--- src/rtl/state_ring_queue.sv ---
module state_ring_queue #(
  parameter int DEPTH    = 8,
  parameter int CHANNELS = 4,
  parameter int ELEM_W   = 27,
  localparam int CH_W    = (CHANNELS > 1) ? $clog2(CHANNELS) : 1
) (
  input  logic                     clk,
  input  logic                     rst_n,
  input  logic                     clear,
  input  logic                     rd_req,
  input  logic [CH_W-1:0]          rd_ch,
  output logic signed [ELEM_W-1:0] rd_data,
  output logic                     rd_valid,
  input  logic                     wr_en,
  input  logic [CH_W-1:0]          wr_ch,
  input  logic signed [ELEM_W-1:0] wr_data,
  input  logic                     wr_last,
  output logic                     wr_ready,
  output logic                     empty
);
  localparam int PTR_W   = (DEPTH > 1) ? $clog2(DEPTH) : 1;
  localparam int ENTRIES = DEPTH * CHANNELS;
  localparam int AW      = (ENTRIES > 1) ? $clog2(ENTRIES) + 1 : 1;

  logic signed [ELEM_W-1:0] mem [ENTRIES];
  logic [DEPTH-1:0]         filled;
  logic [PTR_W-1:0]         ptr;
  logic                     pop_done;

  logic             rd_ok, wr_ok, wr_go, commit, last_rd;
  logic [PTR_W-1:0] ptr_nxt;
  logic [AW-1:0]    rd_addr, wr_addr;

  assign rd_ok   = int'(rd_ch) < CHANNELS;
  assign wr_ok   = int'(wr_ch) < CHANNELS;
  assign rd_addr = AW'(ptr) * AW'(CHANNELS) + AW'(rd_ch);
  assign wr_addr = AW'(ptr) * AW'(CHANNELS) + AW'(wr_ch);
  assign wr_go   = wr_en && pop_done && !clear && wr_ok;
  assign commit  = wr_go && wr_last;
  assign last_rd = rd_req && (rd_ch == CH_W'(CHANNELS - 1));
  assign ptr_nxt = (ptr == PTR_W'(DEPTH - 1)) ? '0 : ptr + 1'b1;
  assign wr_ready = pop_done;
  assign empty    = ~|filled;

  always_ff @(posedge clk) begin
    if (wr_go) mem[wr_addr] <= wr_data;
  end

  always_ff @(posedge clk or negedge rst_n) begin
    if (!rst_n) begin
      ptr      <= '0;
      filled   <= '0;
      pop_done <= 1'b0;
    end else if (clear) begin
      ptr      <= '0;
      filled   <= '0;
      pop_done <= 1'b0;
    end else if (commit) begin
      filled[ptr] <= 1'b1;
      ptr         <= ptr_nxt;
      pop_done    <= 1'b0;
    end else if (last_rd) begin
      pop_done <= 1'b1;
    end
  end

  always_ff @(posedge clk or negedge rst_n) begin
    if (!rst_n) begin
      rd_valid <= 1'b0;
      rd_data  <= '0;
    end else begin
      rd_valid <= rd_req;
      if (rd_req)
        rd_data <= (clear || !rd_ok || !filled[ptr]) ? '0 : mem[rd_addr];
    end
  end

  assert_clear_state_R1: assert property (@(posedge clk) disable iff (!rst_n)
    clear |=> (empty && !wr_ready && ptr == '0));

  assert_zero_history_R3: assert property (@(posedge clk) disable iff (!rst_n)
    (rd_req && empty) |=> (rd_valid && rd_data == '0));

  assert_no_early_write_R4: assert property (@(posedge clk) disable iff (!rst_n)
    (wr_en && !wr_ready && !clear) |=> ($stable(ptr) && $stable(filled)));

  assert_push_ends_R5: assert property (@(posedge clk) disable iff (!rst_n)
    commit |=> (!wr_ready && !empty));

  assert_ptr_range_R6: assert property (@(posedge clk) disable iff (!rst_n)
    ptr <= PTR_W'(DEPTH - 1));

  assert_clear_read_R7: assert property (@(posedge clk) disable iff (!rst_n)
    (rd_req && clear) |=> (rd_data == '0));
endmodule

--- config.mk ---
export PLATFORM = sky130hd
export DESIGN_NAME = state_ring_queue
export DESIGN_NICKNAME = d
export VERILOG_FILES = /design/src/rtl/state_ring_queue.sv
export SDC_FILE = /design/constraint.sdc
export NUM_CORES = 1
export LEC_CHECK = 0
export BUFFER_PORTS_ARGS = -buffer_cell sky130_fd_sc_hd__buf_2
export CORE_ASPECT_RATIO = 0.9
export CORE_UTILIZATION = 35
export CTS_CLUSTER_DIAMETER = 60
export DETAILED_ROUTE_END_ITERATION = 8
export PLACE_DENSITY = 0.61
export SYNTH_ARGS = -nofsm -noshare
export SYNTH_HDL_FRONTEND = slang
export SYNTH_SLANG_ARGS = --single-unit
--- constraint.sdc ---
create_clock -name clk -period 6.5 [get_ports clk]
set_clock_uncertainty 0.2 [all_clocks]
set_input_delay 0.325 -clock clk [delete_from_list [all_inputs] [get_ports clk]]
set_output_delay 0.325 -clock clk [all_outputs]
set_load 0.01 [all_outputs]
==> qor.yml, run 1 <==
placed_design:
  place_area_mm2: 0.0369
  dp_hpwl_mm: 45.5
  io_buffers: 66
  place_ws_ns: 2.93
  place_congestion: 0.768
logic_synthesis:
  ys_warn_count: 0
  synth_area_leader_cell: "edfxtp_1"
  synth.top_cell.area_share: 0.744
  synthesis.area_mm2: 0.0349
  synth_edf_count: 864
  syn_inst: 1912
  seq_area_frac_synth: 0.773
  ys_types: 35
  synth_most_common_cell: "edfxtp_1"
  synth.top_cells.by_count: "864 x edfxtp_1, 433 x mux2i_1, 233 x o22ai_1"
  ys_ff_latch: 904
  async_flop_share: 0.0442
  synth_ff_type: "edfxtp_1"
  syn-num-nets: 1951
  synth_area_leaders: "edfxtp_1 74%, mux2i_1 12%, o22ai_1 4.2%"
  syn_area_per_cell_um2: 18.2
clock_tree:
  cts_tree: "built"
  clock_path_buffers: 3
  htreeDepth: 3
  clock-sinks: 904
  numCtsBuffers: 89
  cts-root-buf: "clkbuf_16"
  cts_resized: 0
  clock_latency_ns: 0.64
  path_clk_slew_ns: 0.06
critical_path:
  reg2reg_from: "ptr[2]$_DFFE_PN0P_"
  crit_path_max_fanout: 31
  r2r-end: "rd_data[14]$_DFFE_PN0P_"
  cpMostUsedCell: "o22ai_1"
  start_kind: "flop"
  ff2ff_path_depth: 6
  critPathMaxStageDelay_ns: 1.11
  arrival_ns: 3.89
  path_cells: "or4b_1 > buf_4 > o22ai_1 > or4_1 > nor2_1 > o22ai_1"
  end_kind: "flop"
  cp_slowest_cell: "dfrtp_1"
  required_ns: 6.80
  critPathKind: "reg2reg"
  r2r_slack_ns: 2.91
min_path:
  min-delay-start: "wr_data[16]"
  min_to: "mem[9][16]$_DFFE_PP_"
  hold_path_class: "in2reg"
  whs_path_depth: 1
finish:
  fin_util: 0.406
  drive_gt1_frac: 0.147
  area_growth_pct: 14.8
  fin_area_mm2: 0.0400
  layout.nets: 2079
  n_antenna_cell: 0
sta:
  fin_tns_setup_ns: 0
  slew_headroom: 0.232
  drv_slew: 0
  fin_crit_ns: 3.59
  max_clock_freq_mhz: 278
  setup_ws_ns: 2.91
  hold_viol: 0
  worst_pin_slew_ns: 1.15
  setup_viol: 0
  rsz0062_at_grt: "false"
  finalCritPeriodShare: 0.553
route:
  wl_per_cell_um: 25.9
  vias: 18200
  drt_iter0_markers: 1841
  viasPerCell: 5.29
  drc: 0
  ant_nets: 0
  wirelength_mm: 89.4
  drt_pass1_iterations: 5
floorplan:
  start_util: 0.354
  die_w_um: 335
  die_area_mm2: 0.101
  core.rowCount: 109
  ioPinCount: 67
  die_y_um: 301
  core_mm2: 0.0985
power_and_ir_drop:
  powerDensity_mw_per_mm2: 292
  p_sw_frac: 0.205
  p_leak_nw: 14.0
  p_comb_frac: 0.031
  clkPwrFrac: 0.423
  power_frac_seq: 0.546
  ir_drop_mv: 0.215
  intPower_w: 0.00929
  p_switching_w: 0.00240
global_route:
  grt_overflow: 0
  grt_pass1_wl_mm: 126
  grt_pass1_vias: 18100
  grt_usage: 0.175
  grt_start_max_net_pins: 83
  antenna_found_initial: 3
run:
  cap_violations: 0
run_status:
  outcome: "complete, no violations"
timing repair:
action / CTS / global route
setup endpoints to repair: 0 / 0
hold buffers: 28 / 0
hold endpoints to repair: 733 / 0
setup buffers: 0 / 0
through the flow:
stage	power, W	hold slack [ns]	std cells
3_3_place_gp	0.00684	0.297	3253
2_1_floorplan	0.00671	-0.171	1912
6_report	0.0117	0.0219	3446
4_1_cts	0.0118	0.00206	3446
5_1_grt	0.0120	0.0434	3446
3_5_place_dp	0.00685	0.316	3253
critical path, delay by kind of cell (launching register included):
kind / cells / cell delay (ns)
buffers and inverters: 1 / 0.42
DFF: 1 / 1.11
and+or+nand+nor: 3 / 1.51
AOI/OAI and AO/OA: 2 / 0.20
placed cells by master (no fill, tap or decap), types with 4 or more instances in the layout:
| cell type | count |
|---|---|
| nand3b_1 | 4 |
| dfrtp_1 | 40 |
| o22ai_1 | 233 |
| inv_1 | 31 |
| a21oi_1 | 7 |
| buf_2 | 65 |
| mux2i_1 | 433 |
| clkbuf_16 | 92 |
| nor2_1 | 40 |
| clkinv_2 | 23 |
| buf_4 | 50 |
| o22ai_2 | 10 |
| nand2_1 | 10 |
| dlygate4sd3_1 | 28 |
| or4_1 | 58 |
| clkinvlp_4 | 6 |
| nor2_4 | 32 |
| edfxtp_1 | 864 |
| clkbuf_8 | 4 |
| a31oi_1 | 4 |
| clkbuf_1 | 17 |
| clkinv_1 | 12 |
power by group through the flow:
stage / clock [W] / sequential, W / combinational, W
after floorplan: 0 / 0.00651 / 0.000203
after global placement: 0 / 0.00651 / 0.000335
after detailed placement: 0 / 0.00651 / 0.000346
after CTS: 0.00501 / 0.00638 / 0.000361
after global routing: 0.00522 / 0.00638 / 0.000385
final: 0.00494 / 0.00638 / 0.000359
cell families after synthesis:
kind of cell	Yosys count	synth area share
compound gates	260	0.0488
fa+ha+maj	2	0.000717
buf+inv	141	0.0232
flops	904	0.773
mux	434	0.125
simple gates	171	0.0300
sequential cells by signal, summed over array words and instances, names as in the netlist:
register  flops
wr_ready      1
rd_valid      1
ptr           3
rd_data      27
mem         864
filled        8
worst max path at each step:
| stage | to | depth (start not counted) | start | slack, ns |
|---|---|---|---|---|
| 6_report | rd_data[14]$_DFFE_PN0P_ | 6 | ptr[2]$_DFFE_PN0P_ | 2.91 |
| 5_1_grt | rd_data[14]$_DFFE_PN0P_ | 6 | ptr[2]$_DFFE_PN0P_ | 2.75 |
| 4_1_cts | rd_data[14]$_DFFE_PN0P_ | 6 | ptr[2]$_DFFE_PN0P_ | 2.92 |
| 3_5_place_dp | rd_data[14]$_DFFE_PN0P_ | 6 | ptr[2]$_DFFE_PN0P_ | 2.93 |
| 3_3_place_gp | rd_data[14]$_DFFE_PN0P_ | 6 | ptr[2]$_DFFE_PN0P_ | 2.99 |
| 2_1_floorplan | mem[28][0]$_DFFE_PP_ | 5 | ptr[0]$_DFFE_PN0P_ | 3.49 |
cell type report:
type | instances | area [µm²]
repair buffers | 147 | 1060
well taps | 1332 | 1670
fillers | 8771 | 58400
multi-input cells | 867 | 7420
clock inverters | 52 | 398
flip-flops and latches | 904 | 26900
inverters | 31 | 116
clock buffers | 113 | 2420
layer usage:
layer,up-vias,wire length [µm],global-route usage
met5,-,12,0
met4,2,3220,0.0721
met3,174,5580,0.0297
met2,659,44100,0.295
met1,9422,36500,0.223
li1,7964,-,-
(Power assumes the default switching activity.)
==> run 2, diff against run 1 <==
clock period = 3.5 ns   (was 6.5 ns; I/O delays follow)
==> run 2 against run 1 <==
  * Fmax grew 14%
  * Wire length grew 6.2%
  * Critical path depth grew 1
  * Highest routed layer unchanged
  * Cell count grew 1.5%
==> qor.yml, run 2 (synthesized netlist as in run 1, its figures left out) <==
critical_path:
  startpoint: "ptr[1]$_DFFE_PN0P_"
  start_kind: "flop"
  critPathTopFamily: "simple AND/OR/NAND/NOR gates"
  cp_slowest_cell: "or4_1"
  critPathKind: "reg2reg"
  crit_path_max_fanout: 19  # -39%
  path_cells: "buf_4 > nand4b_4 > buf_4 > o22ai_1 > or4_1 > nor2_1 > o22ai_1"
  arrival_ns: 3.43  # -0.46 ns
  critPathBufInv: 2  # +1
  end_kind: "flop"
  critPathMaxStageDelay_ns: 0.63  # -0.48 ns
  reg2reg_from: "ptr[1]$_DFFE_PN0P_"
  required_ns: 3.79  # -3.01 ns
run_status:
  outcome: "complete, no violations"
floorplan:
  ioPinCount: 67  # unchanged
  die_area_mm2: 0.101  # unchanged
  start_util: 0.354  # unchanged
  core_mm2: 0.0985  # unchanged
  die_w_um: 335  # unchanged
  core.rowCount: 109  # unchanged
  die_y_um: 301  # unchanged
power_and_ir_drop:
  clkPwrFrac: 0.434  # +0.011
  intPower_w: 0.0177  # +91%
  powerDensity_mw_per_mm2: 545  # +87%
  p_leak_nw: 14.4  # +2.8%
  ir_drop_mv: 0.469  # +120%
  p_comb_frac: 0.033  # +0.002
  power_frac_seq: 0.532  # -0.014
  p_switching_w: 0.00454  # +89%
  p_sw_frac: 0.204  # -0.00136
clock_tree:
  clock-sinks: 904  # unchanged
  cts_resized: 0  # unchanged
  numCtsBuffers: 94  # +5.6%
  htreeDepth: 3  # unchanged
  clock_latency_ns: 0.66  # +0.02 ns
  path_clk_slew_ns: 0.06  # about the same
  cts-hold-fix-buffers: 35  # +25%
  post_cts_buffers: 0  # unchanged
  cts-root-buf: "clkbuf_16"
  clock_path_buffers: 3  # unchanged
  cts_tree: "built"
sta:
  fin_crit_ns: 3.14  # -0.450 ns
  max_clock_freq_mhz: 318  # +14%
  hold_viol: 0  # unchanged
  rsz0062_at_grt: "false"
  worst_pin_slew_ns: 1.03  # -0.118 ns
  finalCritPeriodShare: 0.898  # +0.345
  slew_headroom: 0.310  # +0.0781
  setup_ws_ns: 0.358  # -2.55 ns
  setup_viol: 0  # unchanged
  fin_tns_setup_ns: 0  # unchanged
  drv_slew: 0  # unchanged
global_route:
  grt_usage: 0.188  # +0.0132
  grt_pass1_wl_mm: 136  # +7.8%
  antenna_found_initial: 2  # -1
  top_usage_layer: "met2"
  grtUsageMet3: 0.0280  # -0.00174
  use_met2: 0.310  # +0.0146
  grtUsageMet1: 0.260  # +0.0369
  grt_start_max_net_pins: 58  # -30%
  grt_pass1_vias: 18700  # +3.3%
  grt_overflow: 0  # unchanged
finish:
  layout.nets: 2128  # +2.4%
  largestRegisters: "mem: 864 flops, rd_data: 27 flops, filled: 8 flops"
  mostFrequentLayoutCells: "864 x edfxtp_1, 433 x mux2i_1, 233 x o22ai_1"
  largest_reg_flops: 864  # unchanged
  regMostFlops: "mem"
  layout_commonest_cell: "edfxtp_1"
  drive_gt1_frac: 0.160  # +0.0127
  area_growth_pct: 17.1
route:
  ant_nets: 0  # unchanged
  vias: 18800  # +3.3%
  wl_per_cell_um: 27.1  # +4.6%
  drt_pass1_iterations: 5  # unchanged
  drc: 0  # unchanged
  viasPerCell: 5.38  # +1.8%
  wirelength_mm: 94.9  # +6.2%
  drt_iter0_markers: 1743  # -5.3%
placed_design:
  io_buffers: 66  # unchanged
  place_congestion: 0.823  # +7.1%
  place_ws_ns: 0.412  # -2.52 ns
  dp_hpwl_mm: 53.2  # +17%
run:
  cap_violations: 0  # unchanged
min_path:
  min-delay-start: "rd_ch[1]"
  hold_path_class: "in2reg"
==> run 2: changes by cell type in the layout (fill, tap and decap cells not counted), sizes merged <==
cell,change
inv,-1
bufinv,+3
buf,+38
clkbuf,+13
diode,+1
clkinv,-6
clkinvlp,-2
dlygate4sd3,+6
==> run 2: cell type report <==
class	instances	area, µm²
Clock inverter	46	434
Timing Repair Buffer	191	1730
Antenna cell	1	2.50
Clock buffer	126	2570
Fill cell	8751	57600
Tap cell	1332	1670
Multi-Input combinational cell	867	7390
Inverter	31	116
Sequential cell	904	26900
==> run 2: worst register-to-register path, stage by stage (launching register included) <==
cell and delay [ns]:
dfrtp_1 0.62, buf_4 0.31, nand4b_4 0.47, buf_4 0.37, o22ai_1 0.18, or4_1 0.63, nor2_1 0.13, o22ai_1 0.08
==> run 2: per-stage QoR <==
| stage | cells | utilization | hold slack (ns) | power, W | area, µm² |
|---|---|---|---|---|---|
| floorplan | 1912 | - | -0.321 | 0.0125 | 34900 |
| global placement | 3290 | 0.381 | 0.116 | 0.0128 | 37500 |
| detailed placement | 3290 | 0.381 | 0.124 | 0.0128 | 37500 |
| CTS | 3497 | 0.415 | 0.0778 | 0.0224 | 40800 |
| global route | 3497 | 0.415 | 0.105 | 0.0229 | 40800 |
| finish | 3498 | 0.415 | 0.112 | 0.0223 | 40900 |
==> run 2: worst paths after layout <==
path / end / slack (ns) / cells past startpoint
worst max-delay path: rd_data[18]$_DFFE_PN0P_ / 0.36 / 7
worst min-delay path: rd_data[7]$_DFFE_PN0P_ / 0.11 / 6
worst max register to register: rd_data[18]$_DFFE_PN0P_ / 0.36 / 7
worst min register to register: filled[0]$_DFFE_PN0P_ / 0.32 / 2
max in group asynchronous: rd_data[16]$_DFFE_PN0P_ / 2.12 / 4
min in group asynchronous: rd_data[9]$_DFFE_PN0P_ / 0.30 / 3
==> run 2: metal layers <==
layer,routed length [µm],share of wire
met1,41200,0.43
met2,46100,0.49
met3,5410,0.057
met4,2250,0.024
met5,13,0.00014
==> run 2: power groups by stage <==
stage / Sequential [W] / Clock (W) / Combinational, W
floorplan: 0.0121 / 0 / 0.000377
global placement: 0.0121 / 0 / 0.000692
detailed placement: 0.0121 / 0 / 0.000704
CTS: 0.0119 / 0.00980 / 0.000742
global route: 0.0119 / 0.0102 / 0.000784
finish: 0.0119 / 0.00968 / 0.000738
==> run 3, diff against run 2 <==
CORE_MARGIN = 2   (was default)
==> run 3 against run 2 <==
  * Sequential share of layout area shrank 0.13 points
  * Register-to-register slack gained 0.06 ns
  * Die area grew 1.3%
  * Clock-buffer cell count shrank 13
  * Non-clock buffer count grew 4
  * Global-route usage shrank 1.3 points
  * Core utilization grew 0.084 points
  * Via count shrank 0.77%
  * Fmax grew 2.1%
  * Wire length shrank 5.3%
  * Critical endpoint is now rd_data[12]$_DFFE_PN0P_
==> qor.yml, run 3 (synthesized netlist as in run 1, its figures left out) <==
global_route:
  antenna_found_initial: 3  # +1
  grt_pass1_wl_mm: 129  # -4.9%
  grt_pass1_vias: 18500  # -0.93%
  grt_start_max_net_pins: 60  # +3.4%
  grt_overflow: 0  # unchanged
  grt_usage: 0.175  # -0.0133
clock_tree:
  clock_path_buffers: 3  # unchanged
  cts_tree: "built"
  numCtsBuffers: 92  # -2.1%
  path_clk_slew_ns: 0.06  # about the same
  clock-sinks: 904  # unchanged
  htreeDepth: 3  # unchanged
  clock_latency_ns: 0.67  # about the same
  post_cts_buffers: 0  # unchanged
  cts-root-buf: "clkbuf_16"
route:
  wl_per_cell_um: 25.7  # -5.4%
  ant_nets: 0  # unchanged
  drt_iter0_markers: 1888  # +8.3%
  drc: 0  # unchanged
  vias: 18700  # -0.77%
  wirelength_mm: 89.9  # -5.3%
  drt_pass1_iterations: 5  # unchanged
  viasPerCell: 5.34  # -0.80%
floorplan:
  core_mm2: 0.0985  # unchanged
  die_area_mm2: 0.102  # +1.3%
  ioPinCount: 67  # unchanged
  die_y_um: 303  # +0.66%
  core.rowCount: 109  # unchanged
  die_w_um: 337  # +0.60%
  start_util: 0.354  # unchanged
finish:
  mostFrequentLayoutCells: "864 x edfxtp_1, 433 x mux2i_1, 233 x o22ai_1"
  area_growth_pct: 17.4
  regMostFlops: "mem"
  fillers: 8681  # -0.80%
  n_antenna_cell: 0  # -1
  largest_reg_flops: 864  # unchanged
  layout.nets: 2130  # +0.094%
  layout_commonest_cell: "edfxtp_1"
  multi_input_area_mm2: 0.00739  # unchanged
  largestRegisters: "mem: 864 flops, rd_data: 27 flops, filled: 8 flops"
  seq_area_mm2: 0.0269  # unchanged
  drive_gt1_frac: 0.163  # +0.00308
critical_path:
  required_ns: 3.88  # +0.09 ns
  crit_path_max_fanout: 22  # +3
  critPathKind: "reg2reg"
  arrival_ns: 3.46  # +0.03 ns
  end_kind: "flop"
  start_kind: "flop"
sta:
  worst_pin_slew_ns: 0.924  # -0.110 ns
  slew_headroom: 0.382  # +0.0718
  finalCritPeriodShare: 0.880  # -0.0182
  max_clock_freq_mhz: 325  # +2.1%
  rsz0062_at_grt: "false"
  setup_ws_ns: 0.422  # +0.0635 ns
  setup_viol: 0  # unchanged
  fin_tns_setup_ns: 0  # unchanged
  fin_crit_ns: 3.08  # -0.0635 ns
  drv_slew: 0  # unchanged
  holdWs_ns: 0.114  # +0.00283 ns
  hold_viol: 0  # unchanged
power_and_ir_drop:
  p_sw_frac: 0.206  # +0.00250
  p_switching_w: 0.00459  # +1.1%
  clkPwrFrac: 0.434  # about the same
  intPower_w: 0.0177  # -0.41%
  power_frac_seq: 0.533  # about the same
  ir_drop_mv: 0.414  # -12%
  powerDensity_mw_per_mm2: 544  # -0.30%
  p_leak_nw: 14.4  # +0.18%
  p_comb_frac: 0.033  # about the same
placed_design:
  place_ws_ns: 0.510  # +0.0987 ns
  io_buffers: 66  # unchanged
  dp_hpwl_mm: 54.6  # +2.7%
  place_congestion: 0.828  # +0.61%
run:
  cap_violations: 0  # unchanged
min_path:
  hold_path_class: "in2reg"
run_status:
  outcome: "complete, no violations"
## run 3: cell count changes in the layout (fill, tap and decap cells not counted), sizes merged
cell         before  now
clkbuf          126  113
clkinv           32   41
buf             157  162
bufinv            6    8
clkinvlp          4    5
diode             1    0
dlygate4sd3      34   33
inv              35   34
## run 3: metal layers
layer,global-route usage,vias to the layer above,routed length [µm]
met5,0,-,13
met4,0.0410,2,1780
met3,0.0299,130,6260
met2,0.283,731,42500
met1,0.247,9727,39300
li1,-,8093,-
## run 3: power by group through the flow
stage	combinational, W	clock [W]	sequential [W]
floorplan	0.000377	0	0.0121
global placement	0.000696	0	0.0121
detailed placement	0.000708	0	0.0121
CTS	0.000744	0.00979	0.0119
global route	0.000787	0.0102	0.0119
finish	0.000738	0.00966	0.0119
## run 3: worst paths after layout
| check | startpoint | end | slack, ns | cells after the start |
|---|---|---|---|---|
| hold reg to reg | filled[0]$_DFFE_PN0P_ | filled[0]$_DFFE_PN0P_ | 0.33 | 2 |
| hold / removal | wr_en | ptr[1]$_DFFE_PN0P_ | 0.11 | 6 |
| max in group asynchronous | rst_n | rd_data[17]$_DFFE_PN0P_ | 2.38 | 4 |
| min in group asynchronous | rst_n | wr_ready$_DFFE_PN0P_ | 0.39 | 4 |
| setup reg to reg | ptr[2]$_DFFE_PN0P_ | rd_data[12]$_DFFE_PN0P_ | 0.42 | 6 |
| setup / recovery | ptr[2]$_DFFE_PN0P_ | rd_data[12]$_DFFE_PN0P_ | 0.42 | 6 |
## run 3: final cells by class
class                           count  share of cell area
Timing Repair Buffer              195              0.0444
Sequential cell                   904               0.658
Tap cell                         1332              0.0407
Clock buffer                      113              0.0591
Inverter                           31             0.00284
Clock inverter                     57              0.0142
Multi-Input combinational cell    867               0.180
## run 3: metrics by stage
stage / power, W / cell area [µm²] / instances / utilization
6_report: 0.0223 / 40900 / 3499 / 0.416
5_1_grt: 0.0229 / 40900 / 3499 / 0.416
4_1_cts: 0.0224 / 40900 / 3499 / 0.416
3_5_place_dp: 0.0128 / 37600 / 3295 / 0.382
3_3_place_gp: 0.0128 / 37600 / 3295 / 0.382
2_1_floorplan: 0.0125 / 34900 / 1912 / -
## run 3: worst max-delay path, cell delays in order (launching register included)
cell      delay [ns]
dfrtp_1         0.85
nand4b_2        0.78
buf_12          0.43
o22ai_1         0.38
or4_1           0.20
nor2_1          0.04
o22ai_1         0.09
## run 3: repair_timing
item	4_1_cts	5_1_grt
gates resized for setup	0	0
setup endpoints to repair	0	0
hold buffers	34	0
endpoints found under the hold margin	908	0
